[config.mk]
export PLATFORM = sky130hd
export DESIGN_NAME = bert_patgen
export DESIGN_NICKNAME = d
export VERILOG_FILES = /design/src/rtl/bert_pkg.sv /design/src/rtl/bert_load_ctl.sv /design/src/rtl/bert_prbs_core.sv /design/src/rtl/bert_word_gen.sv /design/src/rtl/bert_patgen.sv
export SDC_FILE = /design/constraint.sdc
export NUM_CORES = 1
export LEC_CHECK = 0
export BUFFER_PORTS_ARGS = -buffer_cell sky130_fd_sc_hd__buf_2
export CAP_MARGIN = 40
export CORE_MARGIN = 2
export CORE_UTILIZATION = 52
export DETAILED_ROUTE_END_ITERATION = 6
export PLACE_DENSITY_LB_ADDON = 0.25
export RECOVER_POWER = 100
export SLEW_MARGIN = 5
export SYNTH_ARGS = -nofsm -noshare
export SYNTH_HDL_FRONTEND = slang
export SYNTH_SLANG_ARGS = --single-unit
[constraint.sdc]
create_clock -name clk -period 3 [get_ports clk]
set_input_delay 0.45 -clock clk [delete_from_list [all_inputs] [get_ports clk]]
set_output_delay 0.45 -clock clk [all_outputs]
set_load 0.02 [all_outputs]
[src/rtl/bert_pkg.sv]
package bert_pkg;

    typedef enum logic [2:0] {
        SEL_P7   = 3'b000,
        SEL_P11  = 3'b001,
        SEL_P15  = 3'b010,
        SEL_QRSS = 3'b011,
        SEL_REP  = 3'b100,
        SEL_ALT  = 3'b101,
        SEL_FILL = 3'b110,
        SEL_P9   = 3'b111
    } bert_sel_e;

    // Index of the oldest stage (the output stage) for each sequence length
    function automatic logic [4:0] prbs_top_idx(input logic [2:0] sel);
        case (sel)
            SEL_P7:   prbs_top_idx = 5'd6;
            SEL_P9:   prbs_top_idx = 5'd8;
            SEL_P11:  prbs_top_idx = 5'd10;
            SEL_P15:  prbs_top_idx = 5'd14;
            SEL_QRSS: prbs_top_idx = 5'd19;
            default:  prbs_top_idx = 5'd6;
        endcase
    endfunction

    // Index of the inner feedback tap stage
    function automatic logic [4:0] prbs_tap_idx(input logic [2:0] sel);
        case (sel)
            SEL_P7:   prbs_tap_idx = 5'd5;
            SEL_P9:   prbs_tap_idx = 5'd4;
            SEL_P11:  prbs_tap_idx = 5'd8;
            SEL_P15:  prbs_tap_idx = 5'd13;
            SEL_QRSS: prbs_tap_idx = 5'd16;
            default:  prbs_tap_idx = 5'd5;
        endcase
    endfunction

endpackage

[src/rtl/bert_load_ctl.sv]
module bert_load_ctl
    import bert_pkg::*;
#(
    parameter int WORD_W = 32,
    parameter int LEN_W  = 5
) (
    input  logic              clk,
    input  logic              rst_n,
    input  logic              load_ctl,
    input  logic [2:0]        pat_sel,
    input  logic [WORD_W-1:0] pat_word,
    input  logic [LEN_W-1:0]  pat_len,
    output logic              load_pulse,
    output logic [2:0]        act_sel,
    output logic [WORD_W-1:0] act_word,
    output logic [LEN_W-1:0]  act_len
);

    typedef struct packed {
        logic              prev;
        logic [2:0]        sel;
        logic [WORD_W-1:0] word;
        logic [LEN_W-1:0]  len;
    } cfg_t;

    cfg_t q, d;

    always_comb begin
        d          = q;
        load_pulse = load_ctl & ~q.prev;
        d.prev     = load_ctl;
        if (load_pulse) begin
            d.sel  = pat_sel;
            d.word = pat_word;
            d.len  = pat_len;
        end
    end

    always_ff @(posedge clk or negedge rst_n) begin
        if (!rst_n) begin
            q <= '0;
        end else begin
            q <= d;
        end
    end

    assign act_sel  = q.sel;
    assign act_word = q.word;
    assign act_len  = q.len;

endmodule

[src/rtl/bert_prbs_core.sv]
module bert_prbs_core
    import bert_pkg::*;
#(
    parameter int LFSR_W = 20,
    parameter int ZRUN   = 14,
    localparam int ZC_W  = $clog2(ZRUN + 1)
) (
    input  logic       clk,
    input  logic       rst_n,
    input  logic       seed,
    input  logic       advance,
    input  logic [2:0] sel,
    output logic       bit_o
);

    typedef struct packed {
        logic [LFSR_W-1:0] sr;
        logic [ZC_W-1:0]   zc;
    } prbs_t;

    prbs_t q, d;

    logic [4:0] top_idx;
    logic [4:0] tap_idx;
    logic       raw_bit;
    logic       force_one;
    logic       fb;
    logic       is_qrss;

    always_comb begin
        top_idx   = prbs_top_idx(sel);
        tap_idx   = prbs_tap_idx(sel);
        is_qrss   = (sel == SEL_QRSS);
        raw_bit   = q.sr[top_idx];
        fb        = q.sr[top_idx] ^ q.sr[tap_idx];
        force_one = is_qrss && (q.zc == ZC_W'(ZRUN));
        bit_o     = raw_bit | force_one;

        d = q;
        if (seed) begin
            d.sr = '1;
            d.zc = '0;
        end else if (advance) begin
            d.sr = {q.sr[LFSR_W-2:0], fb};
            if (is_qrss) begin
                d.zc = bit_o ? '0 : q.zc + 1'b1;
            end else begin
                d.zc = '0;
            end
        end
    end

    always_ff @(posedge clk or negedge rst_n) begin
        if (!rst_n) begin
            q.sr <= '1;
            q.zc <= '0;
        end else begin
            q <= d;
        end
    end

endmodule

[src/rtl/bert_word_gen.sv]
module bert_word_gen #(
    parameter int WORD_W = 32,
    parameter int LEN_W  = 5
) (
    input  logic              clk,
    input  logic              rst_n,
    input  logic              seed,
    input  logic              advance,
    input  logic              alt_en,
    input  logic [WORD_W-1:0] word,
    input  logic [LEN_W-1:0]  len,
    output logic              bit_o
);

    typedef struct packed {
        logic [LEN_W-1:0] idx;
        logic             ph;
    } wg_t;

    wg_t q, d;

    logic [LEN_W-1:0] pos;

    always_comb begin
        pos   = len - q.idx;
        bit_o = word[pos] ^ (alt_en & q.ph);

        d = q;
        if (seed) begin
            d.idx = '0;
            d.ph  = 1'b0;
        end else if (advance) begin
            if (q.idx == len) begin
                d.idx = '0;
                d.ph  = alt_en ? ~q.ph : 1'b0;
            end else begin
                d.idx = q.idx + 1'b1;
            end
        end
    end

    always_ff @(posedge clk or negedge rst_n) begin
        if (!rst_n) begin
            q <= '0;
        end else begin
            q <= d;
        end
    end

endmodule

[src/rtl/bert_patgen.sv]
module bert_patgen
    import bert_pkg::*;
#(
    parameter int WORD_W = 32,
    parameter int LFSR_W = 20,
    parameter int ZRUN   = 14,
    localparam int LEN_W = $clog2(WORD_W)
) (
    input  logic              clk,
    input  logic              rst_n,
    input  logic              bit_en,
    input  logic [2:0]        pat_sel,
    input  logic              load_ctl,
    input  logic              tx_inv,
    input  logic [WORD_W-1:0] pat_word,
    input  logic [LEN_W-1:0]  pat_len,
    output logic              tx_bit
);

    logic              load_pulse;
    logic [2:0]        act_sel;
    logic [WORD_W-1:0] act_word;
    logic [LEN_W-1:0]  act_len;
    logic              advance;
    logic              prbs_bit;
    logic              word_bit;
    logic              pat_bit;
    logic              alt_en;

    bert_load_ctl #(
        .WORD_W (WORD_W),
        .LEN_W  (LEN_W)
    ) u_load (
        .clk        (clk),
        .rst_n      (rst_n),
        .load_ctl   (load_ctl),
        .pat_sel    (pat_sel),
        .pat_word   (pat_word),
        .pat_len    (pat_len),
        .load_pulse (load_pulse),
        .act_sel    (act_sel),
        .act_word   (act_word),
        .act_len    (act_len)
    );

    assign advance = bit_en & ~load_pulse;
    assign alt_en  = (act_sel == SEL_ALT);

    bert_prbs_core #(
        .LFSR_W (LFSR_W),
        .ZRUN   (ZRUN)
    ) u_prbs (
        .clk     (clk),
        .rst_n   (rst_n),
        .seed    (load_pulse),
        .advance (advance),
        .sel     (act_sel),
        .bit_o   (prbs_bit)
    );

    bert_word_gen #(
        .WORD_W (WORD_W),
        .LEN_W  (LEN_W)
    ) u_word (
        .clk     (clk),
        .rst_n   (rst_n),
        .seed    (load_pulse),
        .advance (advance),
        .alt_en  (alt_en),
        .word    (act_word),
        .len     (act_len),
        .bit_o   (word_bit)
    );

    always_comb begin
        case (act_sel)
            SEL_REP, SEL_ALT: pat_bit = word_bit;
            SEL_FILL:         pat_bit = 1'b1;
            default:          pat_bit = prbs_bit;
        endcase
        tx_bit = pat_bit ^ tx_inv;
    end

endmodule

### Word-level counts from Yosys, hierarchy flattened

Index checks and enable logic that the tools add are counted.
W data, S select, Z words.

| storage, ports and cells | value |
|---|---|
| register bits | 71 |
| input port bits | 45 |
| logic and storage cells | 56 |

| operators by class | value |
|---|---|
| $add $sub $neg | 3 |
| order comparisons | 3 |
| equality and inequality tests | 9 |
| mux-type cells | 18 |
| bitwise gates (word level) | 10 |
| reduce and logical (&&, ||, !) cells | 5 |

Operators with widths:

| operator | number |
|---|---|
| $mux W24 | 2 |
| $pmux W5 S4 | 2 |
| $lt A5 B6 Y1 const B | 3 |
| $bmux W1 S5 | 3 |
| $eq A3 B3 Y1 const B | 4 |
| $mux W6 | 2 |
| $mux W4 | 2 |
| $eq A3 B2 Y1 const B | 2 |
| $add A5 B1 Y5 const B | 1 |
| $eq A5 B5 Y1 | 1 |
| $mux W1 | 5 |
| $mux W5 | 1 |
| $sub A5 B5 Y5 | 1 |
| $add A4 B1 Y4 const B | 1 |
| $eq A4 B4 Y1 const B | 1 |
| $reduce_bool A2 Y1 | 2 |
| $and A1 B1 Y1 | 3 |
| $eq A3 B1 Y1 const B | 1 |
| $not A1 Y1 | 3 |
| $xor A1 B1 Y1 | 3 |
| $pmux W1 S2 | 1 |
| $reduce_and A2 Y1 | 1 |
| $reduce_or A2 Y1 | 1 |
| $logic_and A1 B1 Y1 | 1 |
| $or A1 B1 Y1 | 1 |

### Longest topological paths before layout

| depth | value |
|---|---|
| depth after elaboration | 9 |
| mapped depth | 10 |

### Cells and area by module

From an unflattened synthesis, not the netlist that was laid out.

| unflattened totals | value |
|---|---|
| cells, all modules | 319 |
| area, all modules | 4082.7 um^2 |

Modules (own cells, without submodules):

| module | instances | cells each | area an instance (um^2) |
|---|---|---|---|
| bert_load_ctl | 1 | 127 | 2028.2 |
| bert_prbs_core | 1 | 112 | 1193.6 |
| bert_word_gen | 1 | 73 | 812.0 |
| bert_patgen | 1 | 7 | 48.8 |

### Worst setup path after synthesis

No wires, ideal clock.

| timing | value |
|---|---|
| kind | reg-to-output |
| from | register u_word.q[1] (netlist bit) |
| to | output tx_bit |
| arrival time | 2.969 ns |
| path slack | -0.419 ns |
| stages on the path, launching flop included | 10 |
| buffers on the path | 1 |
| cells stage by stage | dfrtp_1 -> ha_1 -> inv_1 -> fa_1 -> clkbuf_8 -> mux4_1 -> mux2i_1 -> mux4_2 -> nor4bb_1 -> nor4_1 |

| between the ends | value |
|---|---|
| word-level cells in the longest chain between the ends | 6 |

Ends and longest elaborated chain:

| element | line | source |
|---|---|---|
| start: declaration | bert_word_gen.sv:20 | `wg_t q, d;` |
| start signal: assignment | bert_word_gen.sv:44 | `q <= '0;` |
| start signal: assignment | bert_word_gen.sv:46 | `q <= d;` |
| $sub A5 B5 Y5 | bert_word_gen.sv:25 | `pos = len - q.idx;` |
| $bmux W1 S5 | bert_word_gen.sv:26 | `bit_o = word[pos] ^ (alt_en & q.ph);` |
| $mux W1 (not written as such) | bert_word_gen.sv:26 |  |
| $xor A1 B1 Y1 | bert_word_gen.sv:26 |  |
| $pmux W1 S2 | bert_patgen.sv:76 | `case (act_sel)` |
| $xor A1 B1 Y1 | bert_patgen.sv:81 | `tx_bit = pat_bit ^ tx_inv;` |
| end: declaration | bert_patgen.sv:17 | `output logic tx_bit` |

No other way between the ends. The select of a mux whose other input is x is not followed.

### Final worst setup path

| timing | value |
|---|---|
| from | register u_load.q, in the netlist u_load.act_len[0] |
| to | output tx_bit |

| between the ends | value |
|---|---|
| word-level cells in the longest chain between the ends | 6 |

Ends and longest elaborated chain:

| element | line | source |
|---|---|---|
| start: declaration | bert_load_ctl.sv:26 | `cfg_t q, d;` |
| start signal: assignment | bert_load_ctl.sv:41 | `q <= '0;` |
| start signal: assignment | bert_load_ctl.sv:43 | `q <= d;` |
| $sub A5 B5 Y5 | bert_word_gen.sv:25 |  |
| $bmux W1 S5 | bert_word_gen.sv:26 |  |
| $mux W1 (not written as such) | bert_word_gen.sv:26 |  |
| $xor A1 B1 Y1 | bert_word_gen.sv:26 |  |
| $pmux W1 S2 | bert_patgen.sv:76 |  |
| $xor A1 B1 Y1 | bert_patgen.sv:81 |  |

No other way between the ends. The select of a mux whose other input is x is not followed.

==> impl_metrics.json <==
{
  "final_area_mm2": 0.00410,
  "gp_congestion": 0.789,
  "start_util_pct": 54.6,
  "syn_nets": 404,
  "grt_overflow_total": 0,
  "path_clk_slew_ns": 0.07,
  "slew_headroom_pct": -16.7,
  "synth_warnings": 0,
  "ys_seq_elements": 71,
  "area.growth.synth_to_final_pct": 16.8,
  "synth_area_leaders": "dfrtp_1, nand2_1, dfstp_2",
  "viasPerCell": 5.27,
  "synth_area_leader_cell": "dfrtp_1",
  "rsz0062_at_grt": "yes",
  "tightest_slew_ns": 1.75,
  "rrSetupSlack_ns": 0.43,
  "synth-async-reset-ratio_pct": 100,
  "htreeDepth": 3,
  "grt.total_usage_pct": 20.8,
  "fin_util_pct": 63.8,
  "tritoncts": "yes",
  "violations": "max-capacitance violations, max-slew violations, negative setup slack",
  "ir_worst_vdd_mv": 0.438,
  "antenna_found_initial": 0,
  "hold_viol_final": 0,
  "initialDrtViolationCount": 188,
  "drc": 0,
  "clock_path_buffers": 2,
  "period_share_pct": 120,
  "crit_type": "register to output port",
  "dp_hpwl_um": 4660,
  "post_layout_nonfiller_instances": 485,
  "required_ns": 2.55,
  "dp_slack_ns": -0.428,
  "synthDominantCellAreaShare_pct": 36.4,
  "avgSynthCellArea_um2": 10.0,
  "crit_path_start": "u_load.act_len[0]$_DFFE_PN0P_",
  "synth_edf_count": 0,
  "port_buffers": 45,
  "rows": 29,
  "power.density_mw_per_mm2": 766,
  "critPathMaxFanout": 8,
  "grt_max_degree": 72,
  "ys.flop_type": "dfrtp_1",
  "drtPass1Iterations": 4,
  "hp-class": "primary input to register",
  "grt_pass1_wl_um": 12100,
  "status": "finished, violations left",
  "use_met3_pct": 4.52,
  "die-area_mm2": 0.00742,
  "synth_area_mm2": 0.00351,
  "gr-usage-met1_pct": 29.4,
  "ios": 46,
  "design.core.area_mm2": 0.00642,
  "synth.distinct_cells": 44,
  "dieHeight_um": 86.2,
  "drive_above_1_share_pct": 27.7,
  "max-cap-violations": 2,
  "nNetsFinal": 456,
  "timing.final.ws_setup_ns": -0.611,
  "placed_area_mm2": 0.00389,
  "synth-seq-area-share_pct": 51.3,
  "dr_total_vias": 2556,
  "skew_ns": 0.00706,
  "wl_per_cell_um": 14.3,
  "die_w_um": 86.2,
  "grt_pass1_vias": 2538,
  "power.leakage_nw": 2.02,
  "grt.busiest_layer": "met2",
  "antenna_left": 0,
  "r2r-start": "u_load.q[40]$_DFF_PN0_",
  "cts_buffers": 9,
  "period_minus_slack_ns": 3.61,
  "clk_latency_ns": 0.34,
  "n_antenna_cell": 0,
  "critPathLaunchType": "register",
  "syn_inst": 351,
  "cts_num_sinks": 71,
  "cts-root-buf": "clkbuf_8",
  "worstSetupEndpointType": "output port",
  "drv_slew": 114,
  "placed_cells": 468,
  "setup_viol": 1,
  "met2_usage_pct": 32.6,
  "hold_path.startpoint": "load_ctl",
  "cp.arrival_ns": 3.16,
  "wl_um": 6920,
  "fmax_mhz": 277
}
[cells in the mapped netlist (all sizes together), types with 2 or more instances]
| cell type | instances |
|---|---|
| nand3 | 6 |
| dfrtp | 51 |
| nor2 | 5 |
| a21oi | 4 |
| o311ai | 2 |
| mux4 | 9 |
| xor2 | 4 |
| nand4 | 2 |
| xnor2 | 2 |
| nor4 | 2 |
| clkbuf | 14 |
| nor2b | 2 |
| ha | 7 |
| buf | 5 |
| nand2 | 146 |
| o22ai | 2 |
| mux2i | 27 |
| o31ai | 2 |
| inv | 7 |
| nand2b | 3 |
| o21ai | 13 |
| dfstp | 20 |
[placed cells by master (no fill, tap or decap), drive strengths merged, types with 2 or more instances in the layout]
master and count:
a21oi 4, buf 56, clkbuf 19, dfrtp 51, dfstp 20, ha 7, inv 7, mux2i 27
mux4 9, nand2 146, nand2b 3, nand3 6, nand4 2, nor2 5, nor2b 2, nor4 2
o21ai 13, o22ai 2, o311ai 2, o31ai 2, xnor2 2, xor2 4
[cell families after synthesis]
logic type               count (synthesis)  share of synthesized area [%]
AND/OR/NAND/NOR                        173                           20.1
flip-flops                              71                           51.3
multiplexers                            36                           14.3
AO/OA/AOI/OAI                           31                           5.63
buffers and inverters                   26                           3.53
adder cells (fa/ha/maj)                  8                           3.07
XOR/XNOR                                 6                           2.03
[what timing repair did]
item,CTS,global route
endpoints found under the setup margin,1,1
gates resized for setup,15,3
pin swaps,4,3
hold buffers,0,0
buffers inserted,1,0
[metrics by stage]
step	hold WS, ns	setup TNS [ns]	total power (W)
5_1_grt	0.248	-0.758	0.00333
2_1_floorplan	0.154	-0.128	0.00197
3_3_place_gp	0.453	-0.348	0.00221
4_1_cts	0.129	-0.718	0.00314
6_report	0.258	-0.611	0.00314
3_5_place_dp	0.459	-0.428	0.00225
[sequential cells by signal (all words and copies together), names as in the netlist]
register,count
u_load.act_len,5
u_load.act_sel,3
u_load.act_word,32
u_word.q,6
u_prbs.q,24
u_load.q,1
[where the power goes]
part,leakage (nW),switching (W),internal [W]
logic,1.06,0.000538,0.000641
registers,0.851,0.0000787,0.00108
clock network,0.110,0.000350,0.000447
total,2.02,0.000967,0.00217
[layer usage]
layer  wire length (um)  up-vias
li1                   -     1273
met1               3420     1227
met2               3170       51
met3                256        5
met4                 66        0
met5                  0        -
[critical path, stage by stage (launching register included)]
cell	delay [ns]
dfrtp_1	0.38
inv_2	0.07
ha_4	0.13
inv_2	0.03
fa_2	0.55
buf_12	0.14
mux4_2	0.49
mux2i_1	0.15
mux4_2	0.34
mux2i_2	0.28
nor4_4	0.06
buf_4	0.18
[layout make-up]
cell class / count / area [um^2]
fill: 540 / 2320
clock buffer: 15 / 209
sequential: 71 / 1800
clock inverter: 1 / 5.00
tap: 77 / 96.3
timing repair buffer: 60 / 343
inverter: 7 / 26.3
multi-input combinational: 254 / 1620
[path summary, 6_finish.rpt]
| check | end | cells past startpoint |
|---|---|---|
| max in group asynchronous | u_load.act_word[8]$_DFFE_PN0P_ | 2 |
| min in group asynchronous | u_prbs.q[0]$_DFFE_PN0P_ | 2 |
| min reg2reg | u_load.act_word[3]$_DFFE_PN0P_ | 2 |
| max reg2reg | u_word.q[5]$_DFFE_PN0P_ | 4 |
| max | tx_bit | 11 |
| min | u_load.q[40]$_DFF_PN0_ | 1 |
No activity file was read; power rests on OpenSTA's default activity.
